==> src/rtl/hbus_pkg.sv <==
package hbus_pkg;
  localparam int BUS_W  = 18;
  localparam int WORD_W = 16;
  localparam int IDX_W  = 8;

  typedef enum logic [2:0] {BW_OFF, BW_8, BW_9, BW_16, BW_18} bus_width_e;

  function automatic bus_width_e decode_mode(input logic [3:0] m);
    case (m)
      4'b0010: return BW_16;
      4'b0011: return BW_8;
      4'b1010: return BW_18;
      4'b1011: return BW_9;
      default: return BW_OFF;
    endcase
  endfunction

  function automatic logic is_narrow(input bus_width_e w);
    return (w == BW_8) || (w == BW_9);
  endfunction

  // wide modes skip lines 9 and 0
  function automatic logic [WORD_W-1:0] wide_word(input logic [BUS_W-1:0] d);
    return {d[17:10], d[8:1]};
  endfunction

  function automatic logic [7:0] narrow_byte(input logic [BUS_W-1:0] d);
    return d[17:10];
  endfunction

  function automatic logic [BUS_W-1:0] place_wide(input logic [WORD_W-1:0] v);
    return {v[15:8], 1'b0, v[7:0], 1'b0};
  endfunction

  function automatic logic [BUS_W-1:0] place_narrow(input logic [7:0] b);
    return {b, 10'b0};
  endfunction
endpackage

==> src/rtl/hbus_sync.sv <==
module hbus_sync #(
  parameter int W      = 4,
  parameter int STAGES = 2
) (
  input  logic         clk,
  input  logic         rst_n,
  input  logic [W-1:0] d,
  output logic [W-1:0] q
);
  logic [W-1:0] stage [STAGES];

  generate
    for (genvar i = 0; i < STAGES; i++) begin : g_stage
      always_ff @(posedge clk or negedge rst_n) begin
        if (!rst_n) stage[i] <= '1;
        else if (i == 0) stage[i] <= d;
        else stage[i] <= stage[(i > 0) ? i-1 : 0];
      end
    end
  endgenerate

  assign q = stage[STAGES-1];
endmodule

==> src/rtl/hbus_capture.sv <==
module hbus_capture
  import hbus_pkg::*;
(
  input  logic               clk,
  input  logic               rst_n,
  input  bus_width_e         width,
  input  logic               cs_s,
  input  logic               rs_s,
  input  logic               wr_s,
  input  logic               rd_s,
  input  logic [BUS_W-1:0]   data_s,
  output logic [IDX_W-1:0]   index,
  output logic               second_half,
  output logic               reg_wr,
  output logic [WORD_W-1:0]  reg_wdata
);
  logic       wr_d, rd_d;
  logic [7:0] hi_byte;
  logic       narrow, access_ok;
  logic       wr_fire, rd_fire, idx_load, data_load;

  assign narrow    = is_narrow(width);
  assign access_ok = !cs_s && (width != BW_OFF);
  assign wr_fire   = wr_s && !wr_d && access_ok;
  assign rd_fire   = rd_s && !rd_d && access_ok && rs_s && narrow;
  assign idx_load  = wr_fire && !rs_s;
  assign data_load = wr_fire && rs_s;

  always_ff @(posedge clk or negedge rst_n) begin
    if (!rst_n) begin
      wr_d        <= 1'b1;
      rd_d        <= 1'b1;
      index       <= '0;
      second_half <= 1'b0;
      hi_byte     <= '0;
      reg_wr      <= 1'b0;
      reg_wdata   <= '0;
    end else begin
      wr_d   <= wr_s;
      rd_d   <= rd_s;
      reg_wr <= 1'b0;
      if (idx_load) begin
        index       <= narrow ? narrow_byte(data_s) : wide_word(data_s)[7:0];
        second_half <= 1'b0;
      end else if (data_load) begin
        if (!narrow) begin
          reg_wr    <= 1'b1;
          reg_wdata <= wide_word(data_s);
        end else if (!second_half) begin
          hi_byte     <= narrow_byte(data_s);
          second_half <= 1'b1;
        end else begin
          reg_wr      <= 1'b1;
          reg_wdata   <= {hi_byte, narrow_byte(data_s)};
          second_half <= 1'b0;
        end
      end else if (rd_fire) begin
        second_half <= !second_half;
      end
    end
  end

  AST_WR_SINGLE_CYCLE: assert property (@(posedge clk) disable iff (!rst_n)
    reg_wr |=> !reg_wr);
  AST_WR_NEEDS_MODE: assert property (@(posedge clk) disable iff (!rst_n)
    reg_wr |-> $past(width != BW_OFF));
  AST_WR_NEEDS_SELECT: assert property (@(posedge clk) disable iff (!rst_n)
    reg_wr |-> $past(!cs_s));
  AST_INDEX_RESTARTS_HALF: assert property (@(posedge clk) disable iff (!rst_n)
    idx_load |=> !second_half);
  AST_INDEX_NO_WRITE: assert property (@(posedge clk) disable iff (!rst_n)
    idx_load |=> !reg_wr);
endmodule

==> src/rtl/hbus_readout.sv <==
module hbus_readout
  import hbus_pkg::*;
(
  input  logic              clk,
  input  logic              rst_n,
  input  bus_width_e        width,
  input  logic              cs_n,
  input  logic              rd_n,
  input  logic              rs,
  input  logic [IDX_W-1:0]  index,
  input  logic              second_half,
  input  logic [WORD_W-1:0] reg_rdata,
  output logic [BUS_W-1:0]  db_out,
  output logic              db_oe
);
  logic [7:0] sel_byte;

  always_comb begin
    sel_byte = second_half ? reg_rdata[7:0] : reg_rdata[15:8];
    if (is_narrow(width))
      db_out = place_narrow(rs ? sel_byte : index);
    else
      db_out = place_wide(rs ? reg_rdata : {8'h00, index});
  end

  assign db_oe = !cs_n && !rd_n && (width != BW_OFF);

  AST_OE_QUIET_DESELECTED: assert property (@(posedge clk) disable iff (!rst_n)
    cs_n |-> !db_oe);
endmodule

==> src/rtl/hbus_port.sv <==
module hbus_port
  import hbus_pkg::*;
#(
  parameter int SYNC_STAGES = 2
) (
  input  logic        clk,
  input  logic        rst_n,
  input  logic [3:0]  mode_sel,
  input  logic        cs_n,
  input  logic        rs,
  input  logic        wr_n,
  input  logic        rd_n,
  input  logic [17:0] db_in,
  output logic [17:0] db_out,
  output logic        db_oe,
  output logic        reg_wr,
  output logic [7:0]  reg_addr,
  output logic [15:0] reg_wdata,
  input  logic [15:0] reg_rdata
);
  localparam int SW = BUS_W + 4;

  bus_width_e       width;
  logic [SW-1:0]    sync_q;
  logic             cs_s, rs_s, wr_s, rd_s;
  logic [BUS_W-1:0] data_s;
  logic             second_half;

  assign width = decode_mode(mode_sel);

  hbus_sync #(.W(SW), .STAGES(SYNC_STAGES)) u_sync (
    .clk (clk),
    .rst_n (rst_n),
    .d ({cs_n, rs, wr_n, rd_n, db_in}),
    .q (sync_q)
  );

  assign {cs_s, rs_s, wr_s, rd_s, data_s} = sync_q;

  hbus_capture u_cap (
    .clk (clk),
    .rst_n (rst_n),
    .width (width),
    .cs_s (cs_s),
    .rs_s (rs_s),
    .wr_s (wr_s),
    .rd_s (rd_s),
    .data_s (data_s),
    .index (reg_addr),
    .second_half (second_half),
    .reg_wr (reg_wr),
    .reg_wdata (reg_wdata)
  );

  hbus_readout u_rd (
    .clk (clk),
    .rst_n (rst_n),
    .width (width),
    .cs_n (cs_n),
    .rd_n (rd_n),
    .rs (rs),
    .index (reg_addr),
    .second_half (second_half),
    .reg_rdata (reg_rdata),
    .db_out (db_out),
    .db_oe (db_oe)
  );
endmodule

==> config.mk <==
export PLATFORM = sky130hd
export DESIGN_NAME = hbus_port
export DESIGN_NICKNAME = d
export VERILOG_FILES = /design/src/rtl/hbus_pkg.sv /design/src/rtl/hbus_sync.sv /design/src/rtl/hbus_capture.sv /design/src/rtl/hbus_readout.sv /design/src/rtl/hbus_port.sv
export SDC_FILE = /design/constraint.sdc
export NUM_CORES = 1
export LEC_CHECK = 0
export ABC_AREA = 1
export BUFFER_PORTS_ARGS = -buffer_cell sky130_fd_sc_hd__buf_2
export CORE_ASPECT_RATIO = 0.5
export CORE_MARGIN = 2
export CORE_UTILIZATION = 34
export CTS_CLUSTER_DIAMETER = 80
export DETAILED_ROUTE_END_ITERATION = 10
export PLACE_DENSITY = 0.55
export SLEW_MARGIN = 10
export SYNTH_ARGS = -nofsm -noshare
export SYNTH_HDL_FRONTEND = slang
export SYNTH_SLANG_ARGS = --single-unit
==> constraint.sdc <==
create_clock -name clk -period 1.45 [get_ports clk]
set_clock_uncertainty 0.15 [all_clocks]
set_input_delay 0.145 -clock clk [delete_from_list [all_inputs] [get_ports clk]]
set_output_delay 0.145 -clock clk [all_outputs]
set_load 0.005 [all_outputs]
==> results of run 1 <==
## cells in the mapped netlist, types with 2 or more instances
library cell,instances,area (um^2)
buf_2,4,20.0
nand2_1,145,544
dfrtp_1,34,851
nand3_2,2,20.0
nor2_4,2,22.5
buf_4,6,45.0
dfstp_2,42,1100
o21ai_0,9,45.0
nand3_4,3,52.6
clkbuf_1,2,7.51
inv_2,5,18.8
inv_1,16,60.1
nand2_2,10,62.6
nand3_1,52,260
## final cells by class
cell class                 count  area, um^2
fill                         840        4060
clock inverter                 6        62.6
clock buffer                  10         239
inverter                      22         103
sequential                    76        1950
multi-input combinational    232        1360
timing repair buffer         140         987
tap                          117         146
## flip-flops by register name, indices dropped and copies added (netlist names)
signal / count
u_cap.wr_d: 1
u_cap.second_half: 1
u_cap.reg_wr: 1
u_cap.hi_byte: 8
u_cap.reg_wdata: 16
u_sync.q: 20
u_cap.index: 8
u_cap.rd_d: 1
u_sync.stage: 20
## final timing paths
path	depth (start not counted)	from	to	slack (ps)
max	6	u_cap.second_half	db_out[16]	-140
min	0	u_sync.stage[39]	u_sync.q[17]	200
max reg2reg	6	u_sync.q[19]	u_cap.reg_wdata[12]	-130
min reg2reg	0	u_sync.stage[39]	u_sync.q[17]	200
max in group asynchronous	3	rst_n	u_sync.q[15]	580
min in group asynchronous	3	rst_n	u_cap.hi_byte[0]	240
## metrics by stage
step / instance area (um^2) / setup slack [ps]
after floorplan: 3200 / 14.2
after global placement: 3830 / -41.0
after detailed placement: 3830 / -81.7
after CTS: 4560 / -155
after global routing: 4860 / -222
final: 4860 / -137
## report_power, final
group,switching [mW],internal (mW)
clock,0.844,1.37
sequential,0.131,2.37
combinational,0.529,0.486
total,1.50,4.23
## routing by layer
metal	vias to the layer above	share of wire
li1	1356	-
met5	-	0
met2	83	0.42
met3	9	0.062
met4	0	0.013
met1	1287	0.51
## kinds of logic (layout without fill, tap and decap cells)
family,count (synthesis),count (layout),synth area share
simple gates,219,220,0.317
flops,76,76,0.611
buf+inv,36,178,0.0544
compound gates,10,10,0.0164
other cells,1,2,0.00117
## what timing repair did
item | CTS | global route
endpoints found under the setup margin | 35 | 51
hold buffers | 21 | 0
resized for setup | 54 | 40
pin swaps | 21 | 29
buffers inserted | 3 | 15
endpoints found under the hold margin | 56 | 0
cloned | 2 | 2
## cell usage in the layout, fill, tap and decap left out, types with 15 or more instances in the layout
cell / synthesis / routed
nand2_1: 145 / 118
buf_2: 4 / 82
dfstp_2: 42 / 42
nand2_2: 10 / 34
dfrtp_1: 34 / 34
nand3_2: 2 / 33
buf_4: 6 / 25
dlygate4sd3_1: 0 / 21
nand3_1: 52 / 20
inv_1: 16 / 15
==> out/metrics.cfg, run 1 <==
[clock_network]
clock_latency_ps=330
cts_num_sinks=76
htree_levels=3
ctsRootBufferMaster=clkbuf_16
cts_tree=done
cts_buffer_depth=2
cts_buffers=9
cts.clk_slew.worst_paths_ps=60

[timing]
finalSetupViolations=43
fmax_ghz=0.630
fin_crit_sh=1.09
hold_violations=0
worst_slack_ps=-137
rsz0062_at_grt=yes
layout_min_cycle_time_ps=1590
fin_hold_ws_ps=201
slew_viol_final=0
tns_ps=-4190

[logic_synthesis]
synth-edff-count=0
ys.flop_type=dfstp_2
seq_area_frac_synth=0.611
syn_avg_cell_area_um2=9.35
postSynthCellCount=342
synth_seq_cells=76
post_synth_num_cell_types=24
synth_area_mm2=0.00320
synthArstFlopShare=1.00
synth_warnings=0

[floorplanning]
dieWidth_um=141
core_mm2=0.00892
start_util=0.359
io_pins=88
die_area_mm2=0.0102
die_h_um=72.6
rows=24

[power_and_ir_drop]
ir_worst_vdd_uv=558
p_leak_nw=2.50
powerDensity_mw_per_mm2=1180
finalPower_mw=5.73

[job]
cap_violations=0

[drt]
initialDrtViolationCount=148
wl_um=8030
viasPerCell=4.54
routed-via-count=2735
drc=0
ant_nets=0
drtPass1Iterations=4
avgRoutedWirePerCell_um=13.3

[global_route]
grt_pass1_vias=2482
grt_start_max_net_pins=77
use_met3=0.0433
grtUsageMet1=0.237
grt_first_pass_wirelength_um=12500
grt_overflow=0
antenna_found_initial=0
globalRouteTotalUtil=0.161
top_usage_layer=met1
met2_usage=0.229

[worst_setup_path]
path_delay_family=flip-flops
required_ps=1150
critPathKind=flip-flop to output port
cp-start-kind=flip-flop
crit_arrival_ps=1290
cp-end-kind=output port
slowest_stage=dfrtp_1
crit_fanout=8
max_stage_delay_ps=390
crit_buf_inv=3
crit_path_cell_trace=inv_2, buf_8, o21bai_1, nand3_1, nand2_1, buf_2

[placed_design]
dp.cells=544
numPortBuffers=82
dp_hpwl_um=5210
gp_congestion=0.819

[finish]
drive_above_1_share=0.547
fin_nets=525
n_antenna_cell=0
instances_no_fill=603
final_util=0.544
area_growth_pct=51.8

[status]
violations=negative setup slack
status=finished, violations left

[worst_hold_path]
hold_class=flip-flop to flip-flop

Note: power is estimated with default switching activity, not from simulation.
==> run 2: changes to the inputs <==
Settings changed: CORE_ASPECT_RATIO 0.5 to unset, GPL_TIMING_DRIVEN set to 0, HOLD_SLACK_MARGIN set to 0.05.
==> run 2 against run 1 <==
Against the previous run: the run still ends with negative setup slack left; largest power group unchanged; clock power decreased by 21%; total power decreased by 8.6%; worst hold slack got worse by 120 ps; global-route usage decreased by 1.0 points; via count increased by 0.33%; critical endpoint unchanged; worst setup slack got worse by 110 ps.
==> out/metrics.cfg, run 2 (synthesis results as in run 1) <==
[floorplanning]
core_mm2=0.00920  ; +3.1%
io_pins=88  ; unchanged
die_area_mm2=0.0102  ; -0.45%
rows=35  ; +46%
die_h_um=101  ; +39%
start_util=0.348  ; -0.0108
dieWidth_um=101  ; -28%

[clock_network]
cts_num_sinks=76  ; unchanged
clock_latency_ps=340  ; about the same
cts_buffers=9  ; unchanged
cts.clk_slew.worst_paths_ps=80  ; +20 ps
ctsRootBufferMaster=clkbuf_8
cts_tree=done
cts_buffer_depth=2  ; unchanged
htree_levels=3  ; unchanged

[status]
violations=negative setup slack
status=finished, violations left

[worst_setup_path]
r2r_setup_slack_ps=-40  ; +90 ps
cp-start-kind=flip-flop
critPathKind=flip-flop to output port
crit_buf_inv=3  ; unchanged
slowest_stage=dfrtp_1
crit_arrival_ps=1400  ; +110 ps
cp-end-kind=output port
path_delay_family=simple AND/OR/NAND/NOR gates
crit_path_cell_trace=inv_2, buf_8, nor2_4, nand2_2, nand3_2, nand2_1, buf_2
required_ps=1150  ; about the same
crit_fanout=8  ; unchanged
max_stage_delay_ps=370  ; -20 ps

[finish]
layout_common_cells=nand2_1 (111), buf_2 (82), nand3_1 (49)
seqCellArea_mm2=0.00195  ; unchanged
area_growth_pct=46.2
final_util=0.509  ; -0.0359
final_common_cell=nand2_1
design_area_mm2=0.00468  ; -3.7%
instances_no_fill=601  ; -0.33%
fin_nets=529  ; +0.76%
multiInputGateArea_mm2=0.00126  ; -7.6%
n_antenna_cell=0  ; unchanged
nFillCells=871  ; +3.7%
drive_above_1_share=0.502  ; -0.0453

[power_and_ir_drop]
ir_worst_vdd_uv=633  ; +13%
powerDensity_mw_per_mm2=1120  ; -5.1%
p_leak_nw=2.48  ; -1.0%

[job]
cap_violations=0  ; unchanged

[placed_design]
gp_congestion=0.844  ; +3.1%
place_area_mm2=0.00378  ; -1.3%
dp_hpwl_um=5130  ; -1.5%
numPortBuffers=81  ; -1.2%
dp.cells=536  ; -1.5%

[drt]
avgRoutedWirePerCell_um=12.9  ; -3.3%
ant_nets=0  ; unchanged
drtPass1Iterations=8  ; +4
initialDrtViolationCount=136  ; -8.1%
wl_um=7740  ; -3.6%
viasPerCell=4.57  ; +0.66%
routed-via-count=2744  ; +0.33%
drc=0  ; unchanged

[global_route]
met2_usage=0.242  ; +0.0128
globalRouteTotalUtil=0.150  ; -0.0101
grt_start_max_net_pins=57  ; -26%
grt_first_pass_wirelength_um=12000  ; -4.3%
grt_overflow=0  ; unchanged
antenna_found_initial=0  ; unchanged
top_usage_layer=met2
grtUsageMet1=0.196  ; -0.0402
use_met3=0.0298  ; -0.0135
grt_pass1_vias=2531  ; +2.0%

[timing]
rsz0062_at_grt=yes
fmax_ghz=0.591  ; -6.2%
hold_violations=0  ; unchanged
finalSetupViolations=23  ; -47%
slew_viol_final=0  ; unchanged
fin_hold_ws_ps=86.0  ; -115 ps
tns_ps=-2000  ; +2180 ps
fin_crit_sh=1.17  ; +0.0726
worst_slack_ps=-242  ; -105 ps
layout_min_cycle_time_ps=1690  ; +105 ps

[worst_hold_path]
hold_class=input pin to async pin

==> run 2: changes by cell type in the layout (fill, tap and decap cells not counted), sizes merged <==
cell      delta
clkinvlp     +2
bufinv       +1
buf          +2
clkbuf       +3
clkinv       -4
==> run 2: final cells by class <==
cell class | instances | share of cell area
clock inverters | 4 | 0.0155
inverters | 22 | 0.0211
multi-input cells | 232 | 0.269
well taps | 111 | 0.0297
flip-flops and latches | 76 | 0.418
repair inverters | 1 | 0.00161
clock buffers | 12 | 0.0310
repair buffers | 130 | 0.191
plain buffers | 13 | 0.0227
==> run 2: timing repair <==
item | in CTS | in global routing
resized for setup | 19 | 56
endpoints found under the hold margin | 64 | 0
buffers inserted | 13 | 12
pin swaps | 16 | 22
gates cloned | 2 | 2
endpoints found under the setup margin | 40 | 50
hold buffers | 21 | 0
==> run 2: metal layers <==
metal | routed length, um | part of all wire | vias to the layer above
met5 | 0 | 0 | -
met4 | 160 | 0.021 | 0
met3 | 449 | 0.058 | 15
met2 | 3660 | 0.47 | 109
met1 | 3460 | 0.45 | 1258
li1 | - | - | 1362
==> run 2: where the power goes <==
| part | total (mW) | leakage, nW | internal [mW] | switching, mW |
|---|---|---|---|---|
| logic | 0.991 | 1.48 | 0.489 | 0.502 |
| clock network | 1.76 | 0.107 | 1.02 | 0.741 |
| registers | 2.49 | 0.892 | 2.36 | 0.129 |
| total | 5.24 | 2.48 | 3.87 | 1.37 |
==> run 2: through the flow <==
step,worst slack (ps),power (mW)
after global placement,-375,3.22
after detailed placement,-328,3.24
after CTS,-258,5.16
after floorplan,14.2,2.87
after global routing,-333,5.54
final,-242,5.24
==> run 2: final timing paths <==
check / from / endpoint / depth (start not counted)
max: u_cap.second_half / db_out[16] / 7
min: rst_n / u_cap.reg_wdata[6] / 2
max reg2reg: u_sync.q[19] / u_cap.reg_wdata[2] / 6
min reg2reg: u_sync.stage[37] / u_sync.q[15] / 0
max in group asynchronous: rst_n / u_sync.stage[37] / 3
min in group clk: mode_sel[0] / u_cap.reg_wdata[9] / 4
==> run 3: changes to the inputs <==
Settings changed: ABC_AREA 1 to unset, CORE_MARGIN 2 to unset, PLACE_DENSITY 0.55 to 0.56.
==> run 3 against run 2 <==
Against the previous run: the flow still finishes with violations (negative setup slack); total power up 4.4%; sequential share of layout area up 2.7 points; sequential power rose by 3%; worst hold slack better by 18 ps; synthesized cell count shrank 40%; design area shrank 6.2%; combinational power fell by 0.6%; count of clock-buffer cells in the layout is 3 lower; core utilization up 2.3 points; largest cell class unchanged; highest routed layer unchanged.
==> out/metrics.cfg, run 3 <==
[floorplanning]
core_mm2=0.00826  ; -10%
die_h_um=94.7  ; -6.2%
io_pins=88  ; unchanged
dieWidth_um=94.7  ; -6.2%
start_util=0.354  ; +0.00620
die_area_mm2=0.00897  ; -12%
rows=33  ; -5.7%

[worst_setup_path]
required_ps=1540  ; +390 ps
r2r_setup_slack_ps=-440  ; -400 ps
critPathKind=flip-flop to flip-flop
rr_worst_depth=5  ; -1
r2r-end=u_cap.hi_byte[6]
crit_arrival_ps=1980  ; +580 ps
rr_startpoint=u_sync.q[21]
cp-start-kind=flip-flop
crit_fanout=6  ; -2
cp-end-kind=flip-flop

[finish]
final_common_cell=buf_2
fin_nets=388  ; -27%
multiInputGateArea_mm2=0.00107  ; -15%
seqCellArea_mm2=0.00195  ; unchanged
drive_above_1_share=0.636  ; +0.134
nFillCells=722  ; -17%
area_growth_pct=50.1
final_util=0.532  ; +0.0229
n_antenna_cell=0  ; unchanged
design_area_mm2=0.00439  ; -6.2%
layout_common_cells=buf_2 (81), dfstp_2 (42), dfrtp_1 (34)

[timing]
finalSetupViolations=42  ; +83%
tns_ps=-16080  ; -14070 ps
fmax_ghz=0.528  ; -11%
fin_hold_ws_ps=104  ; +18.3 ps
hold_violations=0  ; unchanged
slew_viol_final=0  ; unchanged
rsz0062_at_grt=yes
worst_slack_ps=-444  ; -202 ps
fin_crit_sh=1.31  ; +0.139
tightestPinTransition_ps=546
relSlewSlack=0.636
layout_min_cycle_time_ps=1890  ; +202 ps

[placed_design]
gp_congestion=0.763  ; -9.7%
dp_hpwl_um=4410  ; -14%
numPortBuffers=82  ; +1.2%
place_area_mm2=0.00354  ; -6.2%

[global_route]
globalRouteTotalUtil=0.160  ; +0.00906
grt_pass1_vias=2056  ; -19%
grt_overflow=0  ; unchanged
grt_first_pass_wirelength_um=10400  ; -13%
grt_start_max_net_pins=49  ; -14%
antenna_found_initial=0  ; unchanged

[clock_network]
cts_buffer_depth=2  ; unchanged
ctsRootBufferMaster=clkbuf_8
cts_buffers=9  ; unchanged
cts.clk_slew.worst_paths_ps=70  ; about the same
cts_num_sinks=76  ; unchanged
cts_tree=done
clock_latency_ps=350  ; about the same
htree_levels=3  ; unchanged

[logic_synthesis]
seq_area_frac_synth=0.668  ; +0.0575
synth_warnings=0  ; unchanged
synth_area_mm2=0.00292  ; -8.6%
synth_seq_cells=76  ; unchanged
syn_avg_cell_area_um2=14.3  ; +53%
synth-edff-count=0  ; unchanged
post_synth_num_cell_types=26  ; +8.3%
postSynthCellCount=204  ; -40%
synth_area_leaders=dfstp_2 (38%), dfrtp_1 (29%), mux2_2 (9.2%)
synthArstFlopShare=1.00  ; unchanged
ys.flop_type=dfstp_2
synth.top_cell.area_share=0.377  ; +0.0325
synth_top_area_cell=dfstp_2
yosys-top-cells-count=dfstp_2 (42), dfrtp_1 (34), mux2_2 (24), o22ai_1 (24)
synth_most_common_cell=dfstp_2

[status]
status=finished, violations left
violations=negative setup slack

[drt]
initialDrtViolationCount=86  ; -37%
avgRoutedWirePerCell_um=15.5  ; +20%
wl_um=7020  ; -9.2%
drtPass1Iterations=4  ; -4
routed-via-count=2162  ; -21%
ant_nets=0  ; unchanged
viasPerCell=4.76  ; +4.3%
drc=0  ; unchanged

[power_and_ir_drop]
p_leak_nw=2.05  ; -17%
ir_worst_vdd_uv=653  ; +3.3%
powerDensity_mw_per_mm2=1250  ; +11%

[worst_hold_path]
hold_class=input pin to async pin

[job]
cap_violations=0  ; unchanged

==> run 3: cell count changes in the layout (fill, tap and decap cells not counted), sizes merged, moves of 8 or more <==
cell     change
mux2        +24
inv         -17
o22ai       +24
a2bb2oi     +16
nand3       -57
o21ai        -9
nand2      -140
mux2i        +9
a21oi        +8
==> run 3: through the flow <==
step                      total power [mW]  instances  worst slack [ps]
final                                 5.47        454              -444
after global routing                  5.73        454              -477
after CTS                             5.40        440              -475
after detailed placement              3.36        393              -696
after global placement                3.34        392              -687
after floorplan                       2.96        205              -463
==> run 3: metal layers <==
| metal | vias up | GRT usage | wire, um |
|---|---|---|---|
| met5 | - | 0 | 0 |
| li1 | 1029 | - | - |
| met1 | 1045 | 0.203 | 3270 |
| met4 | 0 | 0.0859 | 131 |
| met3 | 10 | 0.0346 | 425 |
| met2 | 78 | 0.253 | 3200 |
==> run 3: area by class of cell <==
| cell class | count | area share |
|---|---|---|
| Clock inverter | 7 | 0.0262 |
| Tap cell | 105 | 0.0299 |
| Clock buffer | 9 | 0.0282 |
| Inverter | 3 | 0.00257 |
| Sequential cell | 76 | 0.445 |
| Timing Repair Buffer | 131 | 0.205 |
| Buffer | 10 | 0.0185 |
| Multi-Input combinational cell | 113 | 0.244 |
==> run 3: where the power goes <==
part | total, mW | leakage (nW) | internal, mW | switching [mW]
registers | 2.57 | 0.869 | 2.40 | 0.174
clock network | 1.91 | 0.115 | 1.14 | 0.778
logic | 0.985 | 1.06 | 0.587 | 0.398
==> run 3: timing repair <==
item                       4_1_cts  5_1_grt
gates resized for setup         21       21
hold endpoints to repair        71        0
buffers inserted                11       14
pin swaps                        8        7
setup endpoints to repair       50       50
hold buffers                    22        0
gates cloned                     0        1
==> run 3: critical path: stages (launching register included) <==
cell and delay [ps]:
dfstp_2 360, or3b_1 360, buf_6 150, nor4_4 260, buf_6 200, mux2_4 300
==> run 3: logic make-up (layout without fill, tap and decap cells) <==
| kind of cell | after synthesis | count (layout) | share of synthesized area |
|---|---|---|---|
| flops | 76 | 76 | 0.668 |
| compound gates | 51 | 51 | 0.125 |
| mux | 33 | 33 | 0.123 |
| simple gates | 27 | 27 | 0.0565 |
| buf+inv | 16 | 160 | 0.0252 |
| other cells | 1 | 2 | 0.00128 |
==> run 3: worst max-delay path by stage <==
| stage | startpoint | end | slack, ps | cells past startpoint |
|---|---|---|---|---|
| after floorplan | u_sync.q[21] | u_cap.hi_byte[0] | -460 | 4 |
| after global placement | mode_sel[2] | u_cap.hi_byte[5] | -690 | 4 |
| after detailed placement | mode_sel[2] | u_cap.hi_byte[7] | -700 | 4 |
| after CTS | u_sync.q[21] | u_cap.hi_byte[6] | -470 | 5 |
| after global routing | u_sync.q[21] | u_cap.hi_byte[6] | -480 | 5 |
| final | u_sync.q[21] | u_cap.hi_byte[6] | -440 | 5 |
